$ cat src/rtl/sleep_ctrl_pkg.sv
package sleep_ctrl_pkg;
  typedef enum logic [1:0] {
    ST_ACTIVE   = 2'd0,
    ST_SLEEP    = 2'd1,
    ST_WAKE_DLY = 2'd2
  } pm_state_t;

  localparam logic [2:0] MODE_LIGHT     = 3'b000;
  localparam logic [2:0] MODE_ADC_QUIET = 3'b001;

  // wake vector layout; bit 9 = generic interrupt, not accepted in ADC quiet mode
  localparam int WAKE_W = 10;
  localparam logic [WAKE_W-1:0] QUIET_WAKE_MASK = 10'b01_1111_1111;

  function automatic logic mode_is_valid(input logic [2:0] m);
    return (m == MODE_LIGHT) || (m == MODE_ADC_QUIET);
  endfunction
endpackage

$ cat src/rtl/pm_wake_filter.sv
module pm_wake_filter
  import sleep_ctrl_pkg::*;
#(
  parameter int W = WAKE_W,
  parameter logic [W-1:0] QUIET_MASK = QUIET_WAKE_MASK
) (
  input  logic [W-1:0] wake_src,
  input  logic         quiet_mode,
  output logic         wake_hit
);
  logic [W-1:0] passed;

  for (genvar i = 0; i < W; i++) begin : g_src
    assign passed[i] = wake_src[i] & (QUIET_MASK[i] | ~quiet_mode);
  end

  assign wake_hit = |passed;
endmodule

$ cat src/rtl/pm_fsm.sv
module pm_fsm
  import sleep_ctrl_pkg::*;
#(
  parameter int SETTLE_CYCLES = 3000,
  localparam int CNT_W = $clog2(SETTLE_CYCLES + 1)
) (
  input  logic       clk,
  input  logic       rst,
  input  logic       sleep_req,
  input  logic [2:0] mode_sel,
  input  logic       bod_sleep_off,
  input  logic       wake_hit,
  output pm_state_t  state_nx,
  output logic       quiet_q,
  output logic       quiet_nx,
  output logic       bod_off_nx,
  output logic       enter
);
  pm_state_t        state_q;
  logic             bod_off_q;
  logic [CNT_W-1:0] cnt_q, cnt_nx;

  assign enter = (state_q == ST_ACTIVE) && sleep_req && mode_is_valid(mode_sel);

  always_comb begin
    state_nx   = state_q;
    quiet_nx   = quiet_q;
    bod_off_nx = bod_off_q;
    cnt_nx     = cnt_q;
    unique case (state_q)
      ST_ACTIVE: begin
        if (enter) begin
          state_nx   = ST_SLEEP;
          quiet_nx   = (mode_sel == MODE_ADC_QUIET);
          bod_off_nx = bod_sleep_off;
        end
      end
      ST_SLEEP: begin
        if (wake_hit) begin
          if (bod_off_q) begin
            state_nx = ST_WAKE_DLY;
            cnt_nx   = CNT_W'(SETTLE_CYCLES - 1);
          end else begin
            state_nx = ST_ACTIVE;
          end
          bod_off_nx = 1'b0;
        end
      end
      ST_WAKE_DLY: begin
        if (cnt_q == '0) state_nx = ST_ACTIVE;
        else             cnt_nx   = cnt_q - 1'b1;
      end
      default: state_nx = ST_ACTIVE;
    endcase
  end

  always_ff @(posedge clk) begin
    if (rst) begin
      state_q   <= ST_ACTIVE;
      quiet_q   <= 1'b0;
      bod_off_q <= 1'b0;
      cnt_q     <= '0;
    end else begin
      state_q   <= state_nx;
      quiet_q   <= quiet_nx;
      bod_off_q <= bod_off_nx;
      cnt_q     <= cnt_nx;
    end
  end
endmodule

$ cat src/rtl/pm_enable_regs.sv
module pm_enable_regs
  import sleep_ctrl_pkg::*;
(
  input  logic      clk,
  input  logic      rst,
  input  pm_state_t state_nx,
  input  logic      quiet_nx,
  input  logic      bod_off_nx,
  input  logic      enter,
  input  logic      adc_enabled,
  output logic      cpu_clk_en,
  output logic      flash_clk_en,
  output logic      io_clk_en,
  output logic      adc_clk_en,
  output logic      bod_en,
  output logic      adc_start
);
  logic running;
  assign running = (state_nx == ST_ACTIVE);

  always_ff @(posedge clk) begin
    if (rst) begin
      cpu_clk_en   <= 1'b1;
      flash_clk_en <= 1'b1;
      io_clk_en    <= 1'b1;
      adc_clk_en   <= 1'b1;
      bod_en       <= 1'b1;
      adc_start    <= 1'b0;
    end else begin
      cpu_clk_en   <= running;
      flash_clk_en <= running;
      io_clk_en    <= running | ~quiet_nx;
      adc_clk_en   <= 1'b1;
      bod_en       <= ~((state_nx == ST_SLEEP) & bod_off_nx);
      adc_start    <= enter & adc_enabled;
    end
  end
endmodule

$ cat src/rtl/sleep_clk_ctrl.sv
module sleep_clk_ctrl
  import sleep_ctrl_pkg::*;
#(
  parameter int CLK_KHZ = 50000,
  parameter int WAKE_US = 60,
  localparam int RAW_CYC = CLK_KHZ * WAKE_US / 1000,
  localparam int SETTLE_CYCLES = (RAW_CYC < 1) ? 1 : RAW_CYC
) (
  input  logic              clk,
  input  logic              rst,
  input  logic              sleep_req,
  input  logic [2:0]        mode_sel,
  input  logic              bod_sleep_off,
  input  logic              adc_enabled,
  input  logic [WAKE_W-1:0] wake_src,
  output logic              cpu_clk_en,
  output logic              flash_clk_en,
  output logic              io_clk_en,
  output logic              adc_clk_en,
  output logic              bod_en,
  output logic              adc_start
);
  pm_state_t state_nx;
  logic      quiet_q, quiet_nx, bod_off_nx, enter, wake_hit;

  pm_wake_filter #(.W(WAKE_W), .QUIET_MASK(QUIET_WAKE_MASK)) u_filter (
    .wake_src   (wake_src),
    .quiet_mode (quiet_q),
    .wake_hit   (wake_hit)
  );

  pm_fsm #(.SETTLE_CYCLES(SETTLE_CYCLES)) u_fsm (
    .clk           (clk),
    .rst           (rst),
    .sleep_req     (sleep_req),
    .mode_sel      (mode_sel),
    .bod_sleep_off (bod_sleep_off),
    .wake_hit      (wake_hit),
    .state_nx      (state_nx),
    .quiet_q       (quiet_q),
    .quiet_nx      (quiet_nx),
    .bod_off_nx    (bod_off_nx),
    .enter         (enter)
  );

  pm_enable_regs u_regs (
    .clk          (clk),
    .rst          (rst),
    .state_nx     (state_nx),
    .quiet_nx     (quiet_nx),
    .bod_off_nx   (bod_off_nx),
    .enter        (enter),
    .adc_enabled  (adc_enabled),
    .cpu_clk_en   (cpu_clk_en),
    .flash_clk_en (flash_clk_en),
    .io_clk_en    (io_clk_en),
    .adc_clk_en   (adc_clk_en),
    .bod_en       (bod_en),
    .adc_start    (adc_start)
  );
endmodule

$ cat config.mk
export PLATFORM = sky130hd
export DESIGN_NAME = sleep_clk_ctrl
export DESIGN_NICKNAME = d
export VERILOG_FILES = /design/src/rtl/sleep_ctrl_pkg.sv /design/src/rtl/pm_wake_filter.sv /design/src/rtl/pm_fsm.sv /design/src/rtl/pm_enable_regs.sv /design/src/rtl/sleep_clk_ctrl.sv
export SDC_FILE = /design/constraint.sdc
export NUM_CORES = 1
export LEC_CHECK = 0
export CAP_MARGIN = 20
export CORE_MARGIN = 2
export CORE_UTILIZATION = 50
export DETAILED_ROUTE_END_ITERATION = 8
export DONT_BUFFER_PORTS = 1
export GPL_TIMING_DRIVEN = 0
export MAX_ROUTING_LAYER = met4
export PLACE_DENSITY_LB_ADDON = 0.2
export SYNTH_ARGS = -nofsm -noshare
export SYNTH_HDL_FRONTEND = slang
export SYNTH_HIERARCHICAL = 1
export SYNTH_SLANG_ARGS = --single-unit
export TNS_END_PERCENT = 1
$ cat constraint.sdc
create_clock -name clk -period 2 [get_ports clk]
set_input_delay 0.1 -clock clk [delete_from_list [all_inputs] [get_ports clk]]
set_output_delay 0.1 -clock clk [all_outputs]
set_load 0.02 [all_outputs]
==> flow_summary.json <==
{
  "status": "finished, final reports clean",
  "p_comb_share_pct": 4.9,
  "cts-buffers-inserted": 3,
  "root_buffer": "clkbuf_4",
  "maxCapViolations": 0,
  "finalHoldViolCount": 0,
  "gp_congestion": 0.9056,
  "p_clk_share_pct": 42.9,
  "multi_input_area_sq_um": 581.8,
  "p_sw_mw": 0.1540,
  "stdcell_area_sq_um": 1154,
  "syn2layout_area_growth_pct": 13.55,
  "cts.htree.levels": 1,
  "finalSetupTns_ns": 0,
  "endpoint_kind": "flop",
  "ant_nets": 0,
  "vias_per_cell": 5.827,
  "timing.reg2reg.setup_slack_ns": 0.03,
  "clock_latency_ns": 0.30,
  "relSlewSlack_pct": 62.54,
  "finalWirelength_mm": 2.109,
  "min_period_ns": 1.974,
  "place_ws_ns": -0.3381,
  "synth-seq-area-share_pct": 39.41,
  "portBuffers": 0,
  "avgSynthCellArea_sq_um": 8.758,
  "max_freq_mhz": 506.5,
  "synth_flop_cell": "dfxtp_1",
  "die_y_microns": 49.08,
  "grt_pass1_vias": 792,
  "finalPower_mw": 0.7748,
  "detail_route.wl_per_cell_microns": 14.06,
  "yosysWarnings": 6,
  "row_count": 16,
  "synth_edf_count": 0,
  "syn_inst": 116,
  "seqPwrFrac_pct": 52.3,
  "synth_nets": 136,
  "remaining_drc_errors": 0,
  "p_leak_nw": 0.4381,
  "final_common_cell": "dfxtp_1",
  "r2r_cells": 4,
  "p_int_mw": 0.6208,
  "swShare_pct": 19.88,
  "antenna_found_initial": 0,
  "placed_area_sq_um": 1050,
  "critPathLaunchType": "flop",
  "ir_drop_mv": 0.4876,
  "grtUsageTotal_pct": 19.48,
  "worst_pin_slew_ns": 0.5577,
  "dieArea_sq_um": 2408,
  "fin_crit_sh_pct": 98.71,
  "seqCellArea_sq_um": 405.4,
  "pin_count": 24,
  "overflow": 0,
  "cts_tree": "done",
  "first_iter_violations": 9,
  "dieWidth_microns": 49.08,
  "crit_type": "reg -> reg",
  "nNetsFinal": 144,
  "antennaDiodeCount": 0,
  "timing.rr.start": "u_fsm/cnt_q[5]$_SDFFE_PP0P_",
  "endpoint": "u_fsm/cnt_q[10]$_SDFFE_PP0P_",
  "synth_cell_types": 41,
  "worstPathArrival_ns": 2.22,
  "required_ns": 2.24,
  "maxSlewViolCount": 0,
  "cp_max_fo": 6,
  "grt_start_max_net_pins": 13,
  "setup_viol": 0,
  "ys_ff_latch": 20,
  "drive_gt1_share_pct": 17.07,
  "nFillCells": 178,
  "cp-startpoint": "u_fsm/cnt_q[5]$_SDFFE_PP0P_",
  "fin_ws_ns": 0.02573,
  "cts.clk_slew.worst_paths_ns": 0.12,
  "clock_skew_ns": 0.002141,
  "vias": 874,
  "mappedNetlistArea_sq_um": 1016,
  "layout_common_cells": "dfxtp_1 (18), a21oi_1 (9), inv_1 (6), nor2b_1 (6), nor2_1 (5)",
  "hold_class": "in -> reg",
  "timing.rr.end": "u_fsm/cnt_q[10]$_SDFFE_PP0P_",
  "hpwl_mm": 1.491,
  "async_flop_share_pct": 0,
  "clk_path_buf_depth": 2,
  "rsz0062_at_grt": "true",
  "start_util_pct": 52.32,
  "coreArea_sq_um": 1942,
  "grt_pass1_wl_mm": 3.525,
  "cts.sinks": 20,
  "first_pass_iters": 4,
  "powerDensity_nw_per_um2": 671.6
}
-- metrics by stage --
stage	std cells	util, %	hold slack, ns
finish	150	59.41	0.05257
global route	150	59.41	0.06648
CTS	149	58.18	0.04870
detailed placement	143	54.06	0.1756
global placement	143	54.06	0.1734
floorplan	116	-	0.1716
-- flip-flops by register name (all words and copies together), names as in the netlist --
name                 cells
u_fsm/state_q            2
u_regs/io_clk_en         1
u_fsm/bod_off_q          1
u_fsm/quiet_q            1
u_regs/flash_clk_en      1
u_fsm/cnt_q             12
u_regs/adc_start         1
u_regs/bod_en            1
-- cell type report --
cell class                 instances  share of cell area [%]
clock buffer                       3                   1.952
tap                               27                   2.928
inverter                           7                   2.278
clock inverter                     1                   2.603
timing repair buffer               3                   2.386
sequential                        20                   35.14
multi-input combinational         84                   50.43
buffer                             5                   2.278
-- worst max-delay path, cell delays in order, from the launching register on --
cell	delay, ns
dfxtp_2	0.37
or4_4	0.57
or3_4	0.36
or4b_1	0.50
a21oi_1	0.12
-- synth_stat cells, types with 3 or more instances --
cell type	n	area (sq um)
o21ai_0	4	20.02
or3_1	4	25.02
a21oi_1	9	45.04
clkbuf_1	3	11.26
nand2b_1	4	25.02
nor4_1	5	31.28
nor2b_1	6	37.54
nor2_1	5	18.77
dfxtp_1	20	400.4
a31oi_1	4	25.02
nand3_1	3	15.01
nor3_1	4	20.02
inv_1	6	22.52
-- cells by family (layout without fill, tap and decap cells) --
kind of cell	after synthesis	count (layout)	synth area share, %
adder cells (fa/ha/maj)	2	2	2.463
flip-flops	20	20	39.41
multiplexers	4	4	4.187
AO/OA/AOI/OAI	30	30	19.09
other	1	1	0.3691
buffers and inverters	12	19	5.171
AND/OR/NAND/NOR	47	47	29.31
-- how the worst min path moves through the flow --
stage               from                           end  slack, ns  cells after the start
finish               rst  u_fsm/cnt_q[10]$_SDFFE_PP0P_       0.05                      2
floorplan            rst    u_fsm/bod_off_q$_SDFF_PP0_       0.17                      1
global route         rst  u_fsm/cnt_q[10]$_SDFFE_PP0P_       0.07                      2
global placement     rst    u_fsm/bod_off_q$_SDFF_PP0_       0.17                      1
detailed placement   rst    u_fsm/bod_off_q$_SDFF_PP0_       0.18                      1
CTS                  rst   u_fsm/cnt_q[6]$_SDFFE_PP0P_       0.05                      2
-- power groups by stage --
stage	sequential (mW)	combinational (mW)	clock, mW
4_1_cts	0.406	0.0366	0.335
3_3_place_gp	0.415	0.0313	0
5_1_grt	0.406	0.0415	0.355
3_5_place_dp	0.415	0.0318	0
6_report	0.405	0.0377	0.332
2_1_floorplan	0.415	0.0266	0
-- metal layers --
metal,part of all wire (%),vias to the layer above,GRT usage (%),wire [microns]
li1,-,444,-,-
met1,46,411,22.96,973
met2,50,15,32.66,1048
met3,2.7,4,3.988,57
met4,1.4,0,7.143,29
met5,0,-,-,0
-- timing repair --
| item | in CTS | in global routing |
|---|---|---|
| endpoints found under the setup margin | 7 | 7 |
| buffers inserted | 0 | 1 |
| hold endpoints to repair | 7 | 0 |
| gates resized for setup | 3 | 4 |
| hold buffers | 2 | 0 |
| pin swaps | 0 | 3 |
No activity file was read; power rests on OpenSTA's default activity.
